==> src/rtl/tmr_chan_pkg.sv <==
package tmr_chan_pkg;

    localparam int NUM_CH      = 4;
    localparam int DATA_W      = 8;
    localparam int ADDR_W      = 8;
    localparam int BASE_ADDR   = 'h13;
    localparam int ADDR_STRIDE = 3;

    typedef struct packed {
        logic flag;
        logic irq_en;
        logic mode_b;
        logic mode_a;
        logic edge_b;
        logic edge_a;
        logic tog_ovf;
        logic max_duty;
    } chan_reg_t;

    // Odd channels have no mode_b storage.
    function automatic logic mode_b_present(input int ch);
        return (ch % 2) == 0;
    endfunction

    function automatic logic is_capture(input chan_reg_t r);
        return !r.mode_b && !r.mode_a;
    endfunction

    function automatic logic [ADDR_W-1:0] chan_addr(input int base, input int stride, input int ch);
        return ADDR_W'(base + ch * stride);
    endfunction

endpackage

==> src/rtl/tmr_chan_dec.sv <==
module tmr_chan_dec
    import tmr_chan_pkg::*;
#(
    parameter int N_CH   = NUM_CH,
    parameter int BASE   = BASE_ADDR,
    parameter int STRIDE = ADDR_STRIDE
) (
    input  logic [ADDR_W-1:0] addr,
    output logic [N_CH-1:0]   sel
);
    for (genvar i = 0; i < N_CH; i++) begin : g_cmp
        assign sel[i] = (addr == chan_addr(BASE, STRIDE, i));
    end
endmodule

==> src/rtl/tmr_chan_slot.sv <==
module tmr_chan_slot
    import tmr_chan_pkg::*;
#(
    parameter bit HAS_MODE_B = 1'b1
) (
    input  logic              clk,
    input  logic              rst,
    input  logic              wr_hit,
    input  logic              rd_hit,
    input  logic [DATA_W-1:0] wdata,
    input  logic              evt_edge,
    input  logic              evt_match,
    output chan_reg_t         reg_q
);
    chan_reg_t reg_d;
    logic      armed_q, armed_d;
    logic      evt_hit;

    assign evt_hit = is_capture(reg_q) ? evt_edge : evt_match;

    always_comb begin
        reg_d   = reg_q;
        armed_d = armed_q;
        if (wr_hit) begin
            reg_d = chan_reg_t'({reg_q.flag, wdata[DATA_W-2:0]});
            if (!HAS_MODE_B) reg_d.mode_b = 1'b0;
            if (!wdata[DATA_W-1] && armed_q) reg_d.flag = 1'b0;
            armed_d = 1'b0;
        end else if (rd_hit && reg_q.flag) begin
            armed_d = 1'b1;
        end
        // A new event outranks any clear in flight.
        if (evt_hit) begin
            reg_d.flag = 1'b1;
            armed_d    = 1'b0;
        end
    end

    always_ff @(posedge clk) begin
        if (rst) begin
            reg_q   <= '0;
            armed_q <= 1'b0;
        end else begin
            reg_q   <= reg_d;
            armed_q <= armed_d;
        end
    end

    AST_EVT_SETS_FLAG:   assert property (@(posedge clk) disable iff (rst) evt_hit |=> reg_q.flag);
    AST_CLEAR_NEEDS_ARM: assert property (@(posedge clk) disable iff (rst) $fell(reg_q.flag) |-> ($past(armed_q) && $past(wr_hit)));
    AST_EVT_DISARMS:     assert property (@(posedge clk) disable iff (rst) (armed_q && evt_hit) |=> !armed_q);
    AST_WR1_KEEPS_FLAG:  assert property (@(posedge clk) disable iff (rst) (wr_hit && wdata[DATA_W-1] && reg_q.flag) |=> reg_q.flag);
endmodule

==> src/rtl/tmr_chan_ctrl.sv <==
module tmr_chan_ctrl
    import tmr_chan_pkg::*;
#(
    parameter int N_CH   = NUM_CH,
    parameter int BASE   = BASE_ADDR,
    parameter int STRIDE = ADDR_STRIDE
) (
    input  logic              clk,
    input  logic              rst,
    input  logic [ADDR_W-1:0] bus_addr,
    input  logic              bus_rd,
    input  logic              bus_wr,
    input  logic [DATA_W-1:0] bus_wdata,
    output logic [DATA_W-1:0] bus_rdata,
    input  logic [N_CH-1:0]   evt_edge,
    input  logic [N_CH-1:0]   evt_match,
    output logic [N_CH-1:0]   irq
);
    logic [N_CH-1:0] sel;
    chan_reg_t       regs [N_CH];

    tmr_chan_dec #(.N_CH(N_CH), .BASE(BASE), .STRIDE(STRIDE)) u_dec (
        .addr (bus_addr),
        .sel  (sel)
    );

    for (genvar i = 0; i < N_CH; i++) begin : g_ch
        tmr_chan_slot #(.HAS_MODE_B(mode_b_present(i))) u_slot (
            .clk       (clk),
            .rst       (rst),
            .wr_hit    (bus_wr && sel[i]),
            .rd_hit    (bus_rd && sel[i]),
            .wdata     (bus_wdata),
            .evt_edge  (evt_edge[i]),
            .evt_match (evt_match[i]),
            .reg_q     (regs[i])
        );
        assign irq[i] = regs[i].flag && regs[i].irq_en;
    end

    always_comb begin
        bus_rdata = '0;
        for (int i = 0; i < N_CH; i++) begin
            if (sel[i]) bus_rdata = bus_rdata | regs[i];
        end
    end

    AST_SEL_ONEHOT: assert property (@(posedge clk) disable iff (rst) $onehot0(sel));
endmodule

==> config.mk <==
export PLATFORM = sky130hd
export DESIGN_NAME = tmr_chan_ctrl
export DESIGN_NICKNAME = d
export VERILOG_FILES = /design/src/rtl/tmr_chan_pkg.sv /design/src/rtl/tmr_chan_dec.sv /design/src/rtl/tmr_chan_slot.sv /design/src/rtl/tmr_chan_ctrl.sv
export SDC_FILE = /design/constraint.sdc
export NUM_CORES = 1
export LEC_CHECK = 0
export BUFFER_PORTS_ARGS = -buffer_cell sky130_fd_sc_hd__buf_2
export CORE_ASPECT_RATIO = 0.9
export CORE_UTILIZATION = 30
export CTS_CLUSTER_DIAMETER = 80
export DETAILED_ROUTE_END_ITERATION = 10
export PLACE_DENSITY = 0.58
export SLEW_MARGIN = 0
export SYNTH_ARGS = -nofsm -noshare
export SYNTH_HDL_FRONTEND = slang
export SYNTH_SLANG_ARGS = --single-unit
==> constraint.sdc <==
create_clock -name clk -period 2.2 [get_ports clk]
set_clock_uncertainty 0.05 [all_clocks]
set_input_delay 0.22 -clock clk [delete_from_list [all_inputs] [get_ports clk]]
set_output_delay 0.22 -clock clk [all_outputs]
set_load 0.02 [all_outputs]
Word-level counts from Yosys, hierarchy flattened --
Index checks and enable logic that the tools add are counted.
Operators by class: reductions and logical operators 43, equal/unequal tests 4, multiplexer cells 20, bitwise gates (word level) 3
Operators by type and width (count):
- $mux W8 | 8
- $eq A8 B5 Y1 const B | 4
- $or A8 B8 Y8 | 3
- $logic_and A1 B1 Y1 | 22
- $reduce_bool A2 Y1 | 8
- $mux W1 | 12
- $reduce_or A3 Y1 | 4
- $reduce_and A2 Y1 | 4
- $logic_not A1 Y1 | 5
Storage, ports and cells: flip-flop bits (word level) 34, output and inout bits 12, input port bits 28, word-level logic and storage cells 104

Longest topological paths before layout --
Gate-level depths: netlist (run 1).
word-level depth 8, mapped depth 6, depth with buffers taken out 4

Hierarchy --
From an unflattened synthesis (run 1), not the netlist that was laid out.
Unflattened totals: cells, all modules 175, area total of the unflattened synthesis 1664.1 um^2
Modules (own cells, without submodules):
- tmr_chan_slot (g_ch[0].u_slot ...) | cells an instance 32, area an instance 344.1 um^2, instances 2, sequential area each 180.2 um^2
- tmr_chan_slot (g_ch[1].u_slot ...) | cells an instance 31, area an instance 321.6 um^2, instances 2, sequential area each 160.2 um^2
- tmr_chan_ctrl | cells an instance 40, area an instance 274.0 um^2, instances 1, sequential area each 0.0 um^2
- tmr_chan_dec | cells an instance 9, area an instance 58.8 um^2, instances 1, sequential area each 0.0 um^2

Worst setup path before layout (run 1) --
No wires, ideal clock.
path type input-to-output, start point input bus_addr[5], end point output bus_rdata[0], stages 5, arrival 1.579 ns, path buffers 1, required time 1.930 ns, slack 0.351 ns, path through nor4b_4 and2_2 clkbuf_1 a22oi_1 o21ai_0
Between the ends: word-level cells in the longest chain between the ends 8, elaborated cells between the ends (all ways) 11, classes of those cells 4 x eq/ne; 4 x mux; 3 x bitwise
Ends and longest elaborated chain:
- start, declared | RTL line tmr_chan_ctrl.sv:10 | input logic [ADDR_W-1:0] bus_addr,
- $eq A8 B5 Y1 | RTL line tmr_chan_dec.sv:12 | assign sel[i] = (addr == chan_addr(BASE, STRIDE, i));
- $mux W8 | RTL line tmr_chan_ctrl.sv:44 | if (sel[i]) bus_rdata = bus_rdata | regs[i];
- $or A8 B8 Y8 | RTL line tmr_chan_ctrl.sv:44
- $mux W8 | RTL line tmr_chan_ctrl.sv:44
- $or A8 B8 Y8 | RTL line tmr_chan_ctrl.sv:44
- $mux W8 | RTL line tmr_chan_ctrl.sv:44
- $or A8 B8 Y8 | RTL line tmr_chan_ctrl.sv:44
- $mux W8 (*) | RTL line tmr_chan_ctrl.sv:44
- end, declared | RTL line tmr_chan_ctrl.sv:14 | output logic [DATA_W-1:0] bus_rdata,
Every way passes the cells marked *; elsewhere a longest branch is shown, timed or not.

Final worst setup path (run 1) --
start point input bus_addr[5], end point output bus_rdata[4]
The elaborated chain is that of the path after synthesis.

==> qor.txt, run 1 <==
Status -> finished clean
Multiplexer share of the synthesized area -> 11.5%
Drt drc -> 0
Htree depth -> 2
Largest area contributor in the netlist -> dfxtp_1
Cell chain of the critical path -> buf_2 > nor4b_4 > and2_1 > a22oi_1 > o21ai_0 > buf_2
Finished Cell Area -> 1970 sq um
Ys flop type -> dfxtp_1
Crit Path Class -> in2out
Fin crit share -> 91.0%
Share of cells above drive strength 1 -> 30.6%
Num CTS Buffers -> 5
Grt total ovfl -> 0
Post-synth cell types -> 36
Reg clk slew, reported paths -> 0.07 ns
# Post-CTS Setup Buffers -> 0
Synth Area in XOR/XNOR -> 0%
Ys Warns -> 0
Clock tree buffer depth -> 2
# fillers -> 557
Vias in the first global route -> 1454
Die area -> 5850 sq um
CTS resizes -> 0
Adder-Cell Fraction of Synth Area -> 0%
First-pass GRT wire length -> 7.33 mm
Pre-antenna DRT Iters -> 4
Largest net degree at the start of global routing -> 35
DR WL/cell -> 15.9 microns
Synth-to-layout area growth -> 18.1%
Share of flip-flops with an asynchronous set or reset -> 0%
Input/output buffers -> 39
DPL Wire Length -> 3.17 mm
Via/cell ratio -> 5.22
Max Cap Violations -> 0
Peak VDD IR -> 0.314 mV
Remaining antenna violation count -> 0
TritonCTS clock tree -> done
Placeable Area -> 5290 sq um
Final hold viol count -> 0
Synthesized area -> 1660 sq um
Die Ht -> 72.7 microns
Met2 Wirelength -> 1.96 mm
NumNets Final -> 243
Pleak -> 0.840 nW
Max Clk Rate -> 500 MHz
Mapped Cells -> 180
Rel. slew slack -> 55.4%
Slowest stage delay, CP -> 0.43 ns
RSZ-0062 raised after global routing -> false
Hold_buf cts -> 0
Avg Inst Size Synth -> 9.24 sq um
Synth top area cells -> dfxtp_1, mux2i_1, a22oi_1, a21oi_1, nand3_1
Synth Area in Simple Gates -> 23.5%
Post-Route WL -> 4.50 mm
Final TNS setup -> 0 ns
Sequential share of the synthesized area -> 40.9%
Crit. End Element -> output pin
Placed cell areas -> 1870 sq um
Required time of the critical path -> 1.93 ns
Number of top-level pins -> 40
Worst endpoint data arrival time -> 1.73 ns
Compound-Gate Fraction of Synth Area -> 16.7%
Root Buffer -> clkbuf_8
Final setup fails -> 0
Sink Count -> 34
Initial detailed-routing violation count -> 83
Die width -> 80.5 microns
Most frequent cells after synthesis -> dfxtp_1, mux2i_1, nor2_1
Worst Path Max Fanout -> 9
Clk_lat worst skew -> 0.29 ns
Class of the worst hold path -> in2reg
Diode count -> 0
Floorplan row count -> 25
Largest family of logic cells by synthesized area -> simple AND/OR/NAND/NOR gates
Met3 wire len -> 333 microns
Most numerous cell in the Yosys netlist -> dfxtp_1
Post-layout util -> 37.2%
Critical Path Start Type -> input port
EDFF count, synth -> 0
Post-synthesis register bit count -> 34
Initial antenna violation count -> 0
Period minus WS final -> 2.00 ns
DRT met1 WL -> 2.17 mm
Most used cell along the critical path -> buf_2
Syn Nets -> 208
Global Route Usage Sum -> 16.9%
Final Max Slew Viols -> 0
Starting Density -> 31.5%
Worst-Margin Slew -> 0.669 ns
PD cells -> 609 nW/um^2
Share of Yosys cell area claimed by the top area cell type -> 40.9%
Vias -> 1476
Highest routed layer -> met4
Final GP Congestion -> 0.748
Critical path's slowest cell -> and2_1
-- metal layers --
metal	vias to the layer above	GRT usage [%]
met5	-	0
met4	0	4.17
met3	5	3.75
met2	56	26.6
met1	699	23.6
li1	716	-
-- area by class of cell --
type | instances | area [sq um] | area share (%)
inverter | 5 | 18.8 | 0.955
tap | 67 | 83.8 | 4.26
timing repair buffer | 42 | 230 | 11.7
clock buffer | 7 | 86.3 | 4.39
clock inverter | 1 | 5.00 | 0.255
multi-input combinational | 127 | 861 | 43.8
sequential | 34 | 681 | 34.6
-- logic make-up after synthesis --
family / after synthesis
AND/OR/NAND/NOR: 66
multiplexers: 19
AO/OA/AOI/OAI: 42
buffers and inverters: 19
flip-flops: 34
-- cell usage in the layout (no fill, tap or decap), types with 5 or more instances in the layout --
cell type | synthesis | routed
inv_1 | 5 | 5
dfxtp_1 | 34 | 34
buf_2 | 1 | 39
nand3_1 | 14 | 14
o21ai_0 | 5 | 5
nand2_1 | 11 | 11
and2_1 | 5 | 5
clkbuf_8 | 1 | 6
a21oi_1 | 14 | 14
mux2i_1 | 18 | 18
a22oi_1 | 11 | 11
nor2_1 | 17 | 17
-- flip-flops by register name, indices dropped and copies added, names as in the netlist --
name	flops
g_ch.u_slot.armed_q	4
g_ch.u_slot.reg_q	30
-- metrics by stage --
| stage | setup slack [ns] | power, W | hold slack, ns | cells |
|---|---|---|---|---|
| floorplan | 0.351 | 0.000684 | 0.314 | 180 |
| global placement | 0.251 | 0.000727 | 0.389 | 275 |
| detailed placement | 0.197 | 0.000728 | 0.399 | 275 |
| CTS | 0.172 | 0.00120 | 0.164 | 283 |
| global route | 0.0378 | 0.00124 | 0.177 | 283 |
| finish | 0.199 | 0.00120 | 0.157 | 283 |
-- where the power goes --
group	switching [W]	leakage, nW	internal, W	total (W)
Sequential	0.00000607	0.275	0.000621	0.000627
Clock	0.000232	0.0482	0.000253	0.000484
Combinational	0.0000501	0.517	0.0000363	0.0000864
Total	0.000288	0.840	0.000910	0.00120
-- worst max-delay path: cells and delay by family --
kind / cells / cell delay [ns]
buffers and inverters: 2 / 0.32
AOI/OAI and AO/OA: 2 / 0.37
and+or+nand+nor: 2 / 0.82
-- path summary, 6_finish.rpt --
kind	cells past startpoint	slack, ns	end	from
worst max register to register	3	1.00	g_ch[0].u_slot.armed_q	g_ch[0].u_slot.reg_q[4]
worst min register to register	2	0.41	g_ch[3].u_slot.reg_q[3]	g_ch[3].u_slot.reg_q[3]
worst min-delay path	3	0.16	g_ch[0].u_slot.reg_q[5]	bus_wdata[5]
worst max-delay path	6	0.20	bus_rdata[4]	bus_addr[5]
Power figures use the tool's default switching activity.
==> inputs of run 2 (changes only) <==
- RECOVER_POWER: unset -> 100
==> run 2 against run 1 <==
Global-route usage stayed put. Critical path type unchanged. Largest cell class unchanged. Final cell count is the same. Non-clock buffer count is the same. Highest routed layer unchanged. Sequential share of layout area increased by 0.65 points.
==> qor.txt, run 2 (same netlist as run 1, synthesis figures left out) <==
PD cells -> 617 nW/um^2 (+1.2%)
NumNets Final -> 243 (unchanged)
Diode count -> 0 (unchanged)
Max Cap Violations -> 0 (unchanged)
Global Route Usage Sum -> 16.9% (unchanged)
Share of cells above drive strength 1 -> 23.6% (-6.9 points)
Class of the worst hold path -> in2reg
Depth of the worst register-to-register path -> 3 (unchanged)
DR WL/cell -> 15.9 microns (about the same)
Critical Path Start Type -> input port
Hold_buf cts -> 0 (unchanged)
Worst r2r src -> g_ch[0].u_slot.reg_q[4]
Crit Path Class -> in2out
CP endpoint -> bus_rdata[7]
DPL Wire Length -> 3.17 mm (unchanged)
Share of total power in combinational logic -> 7.0% (-0.2 points)
Period minus WS final -> 1.99 ns (-0.0160 ns)
Initial detailed-routing violation count -> 115 (+39%)
Clk_lat worst skew -> 0.28 ns (about the same)
Via/cell ratio -> 5.17 (-0.81%)
RSZ-0062 raised after global routing -> false
Final Max Slew Viols -> 0 (unchanged)
Required time of the critical path -> 1.93 ns (about the same)
# fillers -> 560 (+0.54%)
Vias in the first global route -> 1454 (unchanged)
Grt total ovfl -> 0 (unchanged)
Starting Density -> 31.5% (unchanged)
Final GP Congestion -> 0.748 (unchanged)
Largest regs -> g_ch.u_slot.reg_q x30, g_ch.u_slot.armed_q x4
Worst endpoint data arrival time -> 1.72 ns (about the same)
Final setup fails -> 0 (unchanged)
Final hold viol count -> 0 (unchanged)
P_int -> 0.000909 W (about the same)
Num CTS Buffers -> 5 (unchanged)
Number of top-level pins -> 40 (unchanged)
Htree depth -> 2 (unchanged)
Max FFs per register -> 30 (unchanged)
Floorplan row count -> 25 (unchanged)
Hold path startpoint -> bus_wdata[5]
Post-Route WL -> 4.50 mm (about the same)
Flop pwr share -> 52.7% (+0.3 points)
Top reg by flops -> g_ch.u_slot.reg_q
Switch Pwr -> 0.000281 W (-2.4%)
Drt drc -> 0 (unchanged)
Fin worst setup slack -> 0.215 ns (+0.0160 ns)
Initial antenna violation count -> 0 (unchanged)
Leading cell types in the layout, fill and taps excluded -> dfxtp_1, buf_2, mux2i_1, nor2_1
Root Buffer -> clkbuf_8
Input/output buffers -> 39 (unchanged)
TritonCTS clock tree -> done
Pleak -> 0.775 nW (-7.8%)
Synth-to-layout area growth -> 15.9%
Peak VDD IR -> 0.313 mV (-0.38%)
Worst-Margin Slew -> 0.615 ns (-0.0538 ns)
Reg clk slew, reported paths -> 0.07 ns (about the same)
Crit. End Element -> output pin
Worst Hold Depth -> 3 (unchanged)
Launch point of the worst path -> bus_addr[5]
Commonest non-fill, non-tap cell in the layout -> dfxtp_1
# Post-CTS Setup Buffers -> 0 (unchanged)
FF-to-FF End -> g_ch[0].u_slot.armed_q
Die Ht -> 72.7 microns (unchanged)
Vias -> 1464 (-0.81%)
Net Sw Frac -> 23.6% (-0.42 points)
DP Cell Count -> 275 (unchanged)
Status -> finished clean
Sink Count -> 34 (unchanged)
Final TNS setup -> 0 ns (unchanged)
Worst hold slack -> 0.160 ns (+0.00253 ns)
Largest net degree at the start of global routing -> 35 (unchanged)
CTS resizes -> 0 (unchanged)
Storage element area -> 681 sq um (unchanged)
Post-place setup slack -> 0.197 ns (unchanged)
Clock tree buffer depth -> 2 (unchanged)
Clock Power Share -> 40.3% (about the same)
Rel. slew slack -> 59.0% (+3.6 points)
Max Clk Rate -> 504 MHz (+0.80%)
Worst Path Max Fanout -> 9 (unchanged)
Pre-antenna DRT Iters -> 4 (unchanged)
Die width -> 80.5 microns (unchanged)
Placeable Area -> 5290 sq um (unchanged)
Remaining antenna violation count -> 0 (unchanged)
Die area -> 5850 sq um (unchanged)
Finished Layout Cells -> 283 (unchanged)
Fin crit share -> 90.2% (-0.73 points)
First-pass GRT wire length -> 7.33 mm (unchanged)
Reg2Reg Setup Slack -> 1.02 ns (+0.02 ns)
Multi-input gate area -> 840 sq um (-2.5%)
[run 2: metrics by stage]
step	utilization (%)	power (W)	instance area, sq um
2_1_floorplan	-	0.000684	1660
3_3_place_gp	35.5	0.000727	1870
3_5_place_dp	35.5	0.000728	1870
4_1_cts	37.2	0.00120	1970
5_1_grt	36.5	0.00124	1930
6_report	36.5	0.00119	1930
[run 2: how the worst min path moves through the flow]
stage,endpoint,slack [ns]
2_1_floorplan,g_ch[1].u_slot.reg_q[0],0.31
5_1_grt,g_ch[3].u_slot.reg_q[0],0.18
6_report,g_ch[0].u_slot.reg_q[5],0.16
3_3_place_gp,g_ch[2].u_slot.reg_q[2],0.39
3_5_place_dp,g_ch[3].u_slot.reg_q[1],0.40
4_1_cts,g_ch[0].u_slot.reg_q[5],0.16
[run 2: power groups by stage]
stage | Combinational (W) | Sequential (W) | Clock, W
finish | 0.0000834 | 0.000627 | 0.000480
floorplan | 0.0000455 | 0.000639 | 0
global route | 0.0000929 | 0.000628 | 0.000520
global placement | 0.0000863 | 0.000641 | 0
CTS | 0.0000867 | 0.000627 | 0.000491
detailed placement | 0.0000864 | 0.000641 | 0
[run 2: layout make-up]
class	instances	share of cell area, %
multi-input combinational	127	43.5
sequential	34	35.3
timing repair buffer	42	11.2
clock buffer	7	4.47
tap	67	4.35
inverter	5	0.973
clock inverter	1	0.259
[run 2: critical path: stages]
cell and delay [ns]:
clkbuf_1 0.10, nor4b_4 0.36, and2_1 0.42, a22oi_1 0.14, o21ai_0 0.21, clkbuf_1 0.26
[run 2: metal layers]
| layer | GRT usage (%) | part of all wire (%) |
|---|---|---|
| met1 | 23.6 | 49 |
| met2 | 26.6 | 44 |
| met3 | 3.75 | 6.2 |
| met4 | 4.17 | 0.38 |
| met5 | 0 | 0 |
==> inputs of run 3 (changes only) <==
--- a/config.mk
+++ b/config.mk
@@ -13,6 +13,8 @@
 export PLACE_DENSITY = 0.58
 export RECOVER_POWER = 100
+export SKIP_LAST_GASP = 1
 export SLEW_MARGIN = 0
 export SYNTH_ARGS = -nofsm -noshare
 export SYNTH_HDL_FRONTEND = slang
+export SYNTH_HIERARCHICAL = 1
 export SYNTH_SLANG_ARGS = --single-unit
==> constraint.sdc (replaced) <==
create_clock -name clk -period 2.2 [get_ports clk]
set_clock_uncertainty 0.05 [all_clocks]
set_input_delay 0.11 -clock clk [delete_from_list [all_inputs] [get_ports clk]]
set_output_delay 0.11 -clock clk [all_outputs]
set_load 0.02 [all_outputs]
==> run 3 against run 2 <==
Non-clock buffer count is 6 higher. Synthesized area did not move. Sequential share of layout area down 1.3 points. Clock power rose by 13%. Combinational power is 11% lower. Hold slack worse by 0.13 ns. Largest power group unchanged. Highest routed layer unchanged.
==> qor.txt, run 3 <==
Final setup fails -> 0 (unchanged)
DPL Wire Length -> 2.78 mm (-12%)
Max FFs per register -> 30 (unchanged)
Critical Path Start Type -> input port
Worst Path Max Fanout -> 8 (-1)
Vias -> 1371 (-6.4%)
Final TNS setup -> 0 ns (unchanged)
Global Route Usage Sum -> 14.2% (-2.8 points)
Clk_lat worst skew -> 0.28 ns (about the same)
Largest net degree at the start of global routing -> 29 (-17%)
Synth-to-layout area growth -> 20.5%
Clock tree buffer depth -> 2 (unchanged)
FF-to-FF End -> g_ch[0].u_slot/armed_q
Initial detailed-routing violation count -> 76 (-34%)
Final hold viol count -> 0 (unchanged)
Largest area contributor in the netlist -> dfxtp_1
Reg2Reg Setup Slack -> 1.02 ns (about the same)
Initial antenna violation count -> 0 (unchanged)
Required time of the critical path -> 2.30 ns (+0.37 ns)
Compound-Gate Fraction of Synth Area -> 11.0% (-5.7 points)
Final GP Congestion -> 0.758 (+1.3%)
Post-synth cell types -> 25 (-31%)
Num CTS Buffers -> 5 (unchanged)
Post-synthesis register bit count -> 34 (unchanged)
Max Clk Rate -> 532 MHz (+5.6%)
Leading cell types in the layout, fill and taps excluded -> dfxtp_1, mux2i_1, nor2_1, buf_2, a22oi_1
Largest family of logic cells by synthesized area -> simple AND/OR/NAND/NOR gates
Die Ht -> 72.7 microns (unchanged)
Die width -> 80.5 microns (unchanged)
Crit. End Element -> flop
Synth Area in Simple Gates -> 22.8% (-0.75 points)
Commonest non-fill, non-tap cell in the layout -> dfxtp_1
Status -> finished clean
Input/output buffers -> 39 (unchanged)
Avg Inst Size Synth -> 9.51 sq um (+2.9%)
Share of Yosys cell area claimed by the top area cell type -> 40.9% (unchanged)
Largest regs -> g_ch.u_slot/reg_q x30, g_ch.u_slot/armed_q x4
CTS resizes -> 0 (unchanged)
Sink Count -> 34 (unchanged)
Number of top-level pins -> 40 (unchanged)
Finished Layout Cells -> 284 (+0.35%)
Worst-Margin Slew -> 0.650 ns (+0.0343 ns)
Diode count -> 0 (unchanged)
Via/cell ratio -> 4.83 (-6.7%)
# fillers -> 574 (+2.5%)
Min-Delay Endpoint -> g_ch[2].u_slot/reg_q[5]
Sequential share of the synthesized area -> 40.9% (unchanged)
Tot Pwr -> 0.00124 W (+4.5%)
Period minus WS final -> 1.88 ns (-0.106 ns)
Syn Nets -> 203 (-2.4%)
Max Cap Violations -> 0 (unchanged)
Vias in the first global route -> 1276 (-12%)
Placeable Area -> 5290 sq um (unchanged)
Most numerous cell in the Yosys netlist -> dfxtp_1
Synth Area in XOR/XNOR -> 0% (unchanged)
EDFF count, synth -> 0 (unchanged)
Hold_buf cts -> 0 (unchanged)
Mapped Cells -> 175 (-2.8%)
Post-Route WL -> 3.87 mm (-14%)
DR WL/cell -> 13.6 microns (-14%)
Htree depth -> 2 (unchanged)
Remaining antenna violation count -> 0 (unchanged)
Fin crit share -> 85.4% (-4.8 points)
Class of the worst hold path -> in2reg
Fin worst setup slack -> 0.321 ns (+0.106 ns)
Worst endpoint data arrival time -> 1.98 ns (+0.26 ns)
PD cells -> 620 nW/um^2 (+0.51%)
Synth top area cells -> dfxtp_1, mux2i_1, a22oi_1, nor2_1, and2_1
Depth of the worst register-to-register path -> 3 (unchanged)
Post-layout util -> 37.9% (+1.4 points)
Pleak -> 0.771 nW (-0.49%)
TritonCTS clock tree -> done
Reg clk slew, reported paths -> 0.07 ns (about the same)
First-pass GRT wire length -> 6.09 mm (-17%)
Ys flop type -> dfxtp_1
Share of cells above drive strength 1 -> 24.4% (+0.81 points)
Drt drc -> 0 (unchanged)
Most frequent cells after synthesis -> dfxtp_1, mux2i_1, nor2_1
Rel. slew slack -> 56.7% (-2.3 points)
Adder-Cell Fraction of Synth Area -> 0% (unchanged)
Synthesized area -> 1660 sq um (unchanged)
Pre-antenna DRT Iters -> 5 (+1)
Grt total ovfl -> 0 (unchanged)
Floorplan row count -> 25 (unchanged)
Crit Path Class -> in2reg
Share of flip-flops with an asynchronous set or reset -> 0% (unchanged)
Root Buffer -> clkbuf_8
Starting Density -> 31.5% (unchanged)
Ys Warns -> 6 (+6)
Multiplexer share of the synthesized area -> 18.6% (+7.1 points)
NumNets Final -> 244 (+0.41%)
Top reg by flops -> g_ch.u_slot/reg_q
Peak VDD IR -> 0.234 mV (-25%)
Worst r2r src -> g_ch[0].u_slot/reg_q[4]
# Post-CTS Setup Buffers -> 0 (unchanged)
Final Max Slew Viols -> 0 (unchanged)
DP Cell Count -> 276 (+0.36%)
RSZ-0062 raised after global routing -> false
Die area -> 5850 sq um (unchanged)
Post-place setup slack -> 0.240 ns (+0.0427 ns)
Hold path startpoint -> bus_wdata[5]
Worst Hold Depth -> 3 (unchanged)
## run 3: cells by family (layout without fill, tap and decap cells)
family	Yosys count	count (layout)
AOI/OAI and AO/OA	26	26
buffers and inverters	16	58
DFF	34	34
muxes	30	30
other	2	2
and+or+nand+nor	67	67
## run 3: how the worst max path moves through the flow
| stage | cells after the start | slack, ns | from | to |
|---|---|---|---|---|
| floorplan | 8 | 0.42 | bus_addr[5] | g_ch[2].u_slot/reg_q[7] |
| global placement | 7 | 0.28 | bus_addr[5] | g_ch[2].u_slot/reg_q[7] |
| detailed placement | 6 | 0.24 | bus_addr[5] | g_ch[1].u_slot/reg_q[3] |
| CTS | 7 | 0.44 | bus_addr[5] | bus_rdata[2] |
| global route | 7 | 0.21 | bus_addr[5] | g_ch[3].u_slot/reg_q[0] |
| finish | 7 | 0.32 | bus_addr[5] | g_ch[3].u_slot/reg_q[2] |
## run 3: final cells by class
class                      instances  area [sq um]  share of cell area [%]
multi-input combinational        125           880                    43.9
sequential                        34           681                    33.9
timing repair buffer              48           244                    12.2
clock buffer                       8           110                    5.49
tap                               67          83.8                    4.18
inverter                           2          7.51                   0.374
## run 3: routing by layer
layer  GRT usage, %  up-vias  part of all wire (%)
met5              0        -                     0
met4           5.95        0                   1.4
met3           3.88        5                   7.4
met2           21.7       46                    42
met1           18.7      635                    49
li1               -      685                     -
## run 3: per-stage QoR
| stage | hold WS, ns | instance area [sq um] |
|---|---|---|
| final | 0.0342 | 2010 |
| after global routing | 0.0656 | 2010 |
| after CTS | 0.0332 | 2020 |
| after detailed placement | 0.335 | 1910 |
| after global placement | 0.329 | 1910 |
| after floorplan | 0.207 | 1660 |
## run 3: report_power, final
part           internal [W]   total, W  switching [W]
clock network      0.000316   0.000542       0.000225
logic             0.0000357  0.0000739      0.0000382
registers          0.000622   0.000628     0.00000601
## run 3: critical path, stage by stage
cell      delay [ns]
buf_2           0.09
or4b_4          0.54
nor3_1          0.27
and2_0          0.16
clkbuf_1        0.50
mux2i_1         0.26
nor2_1          0.05
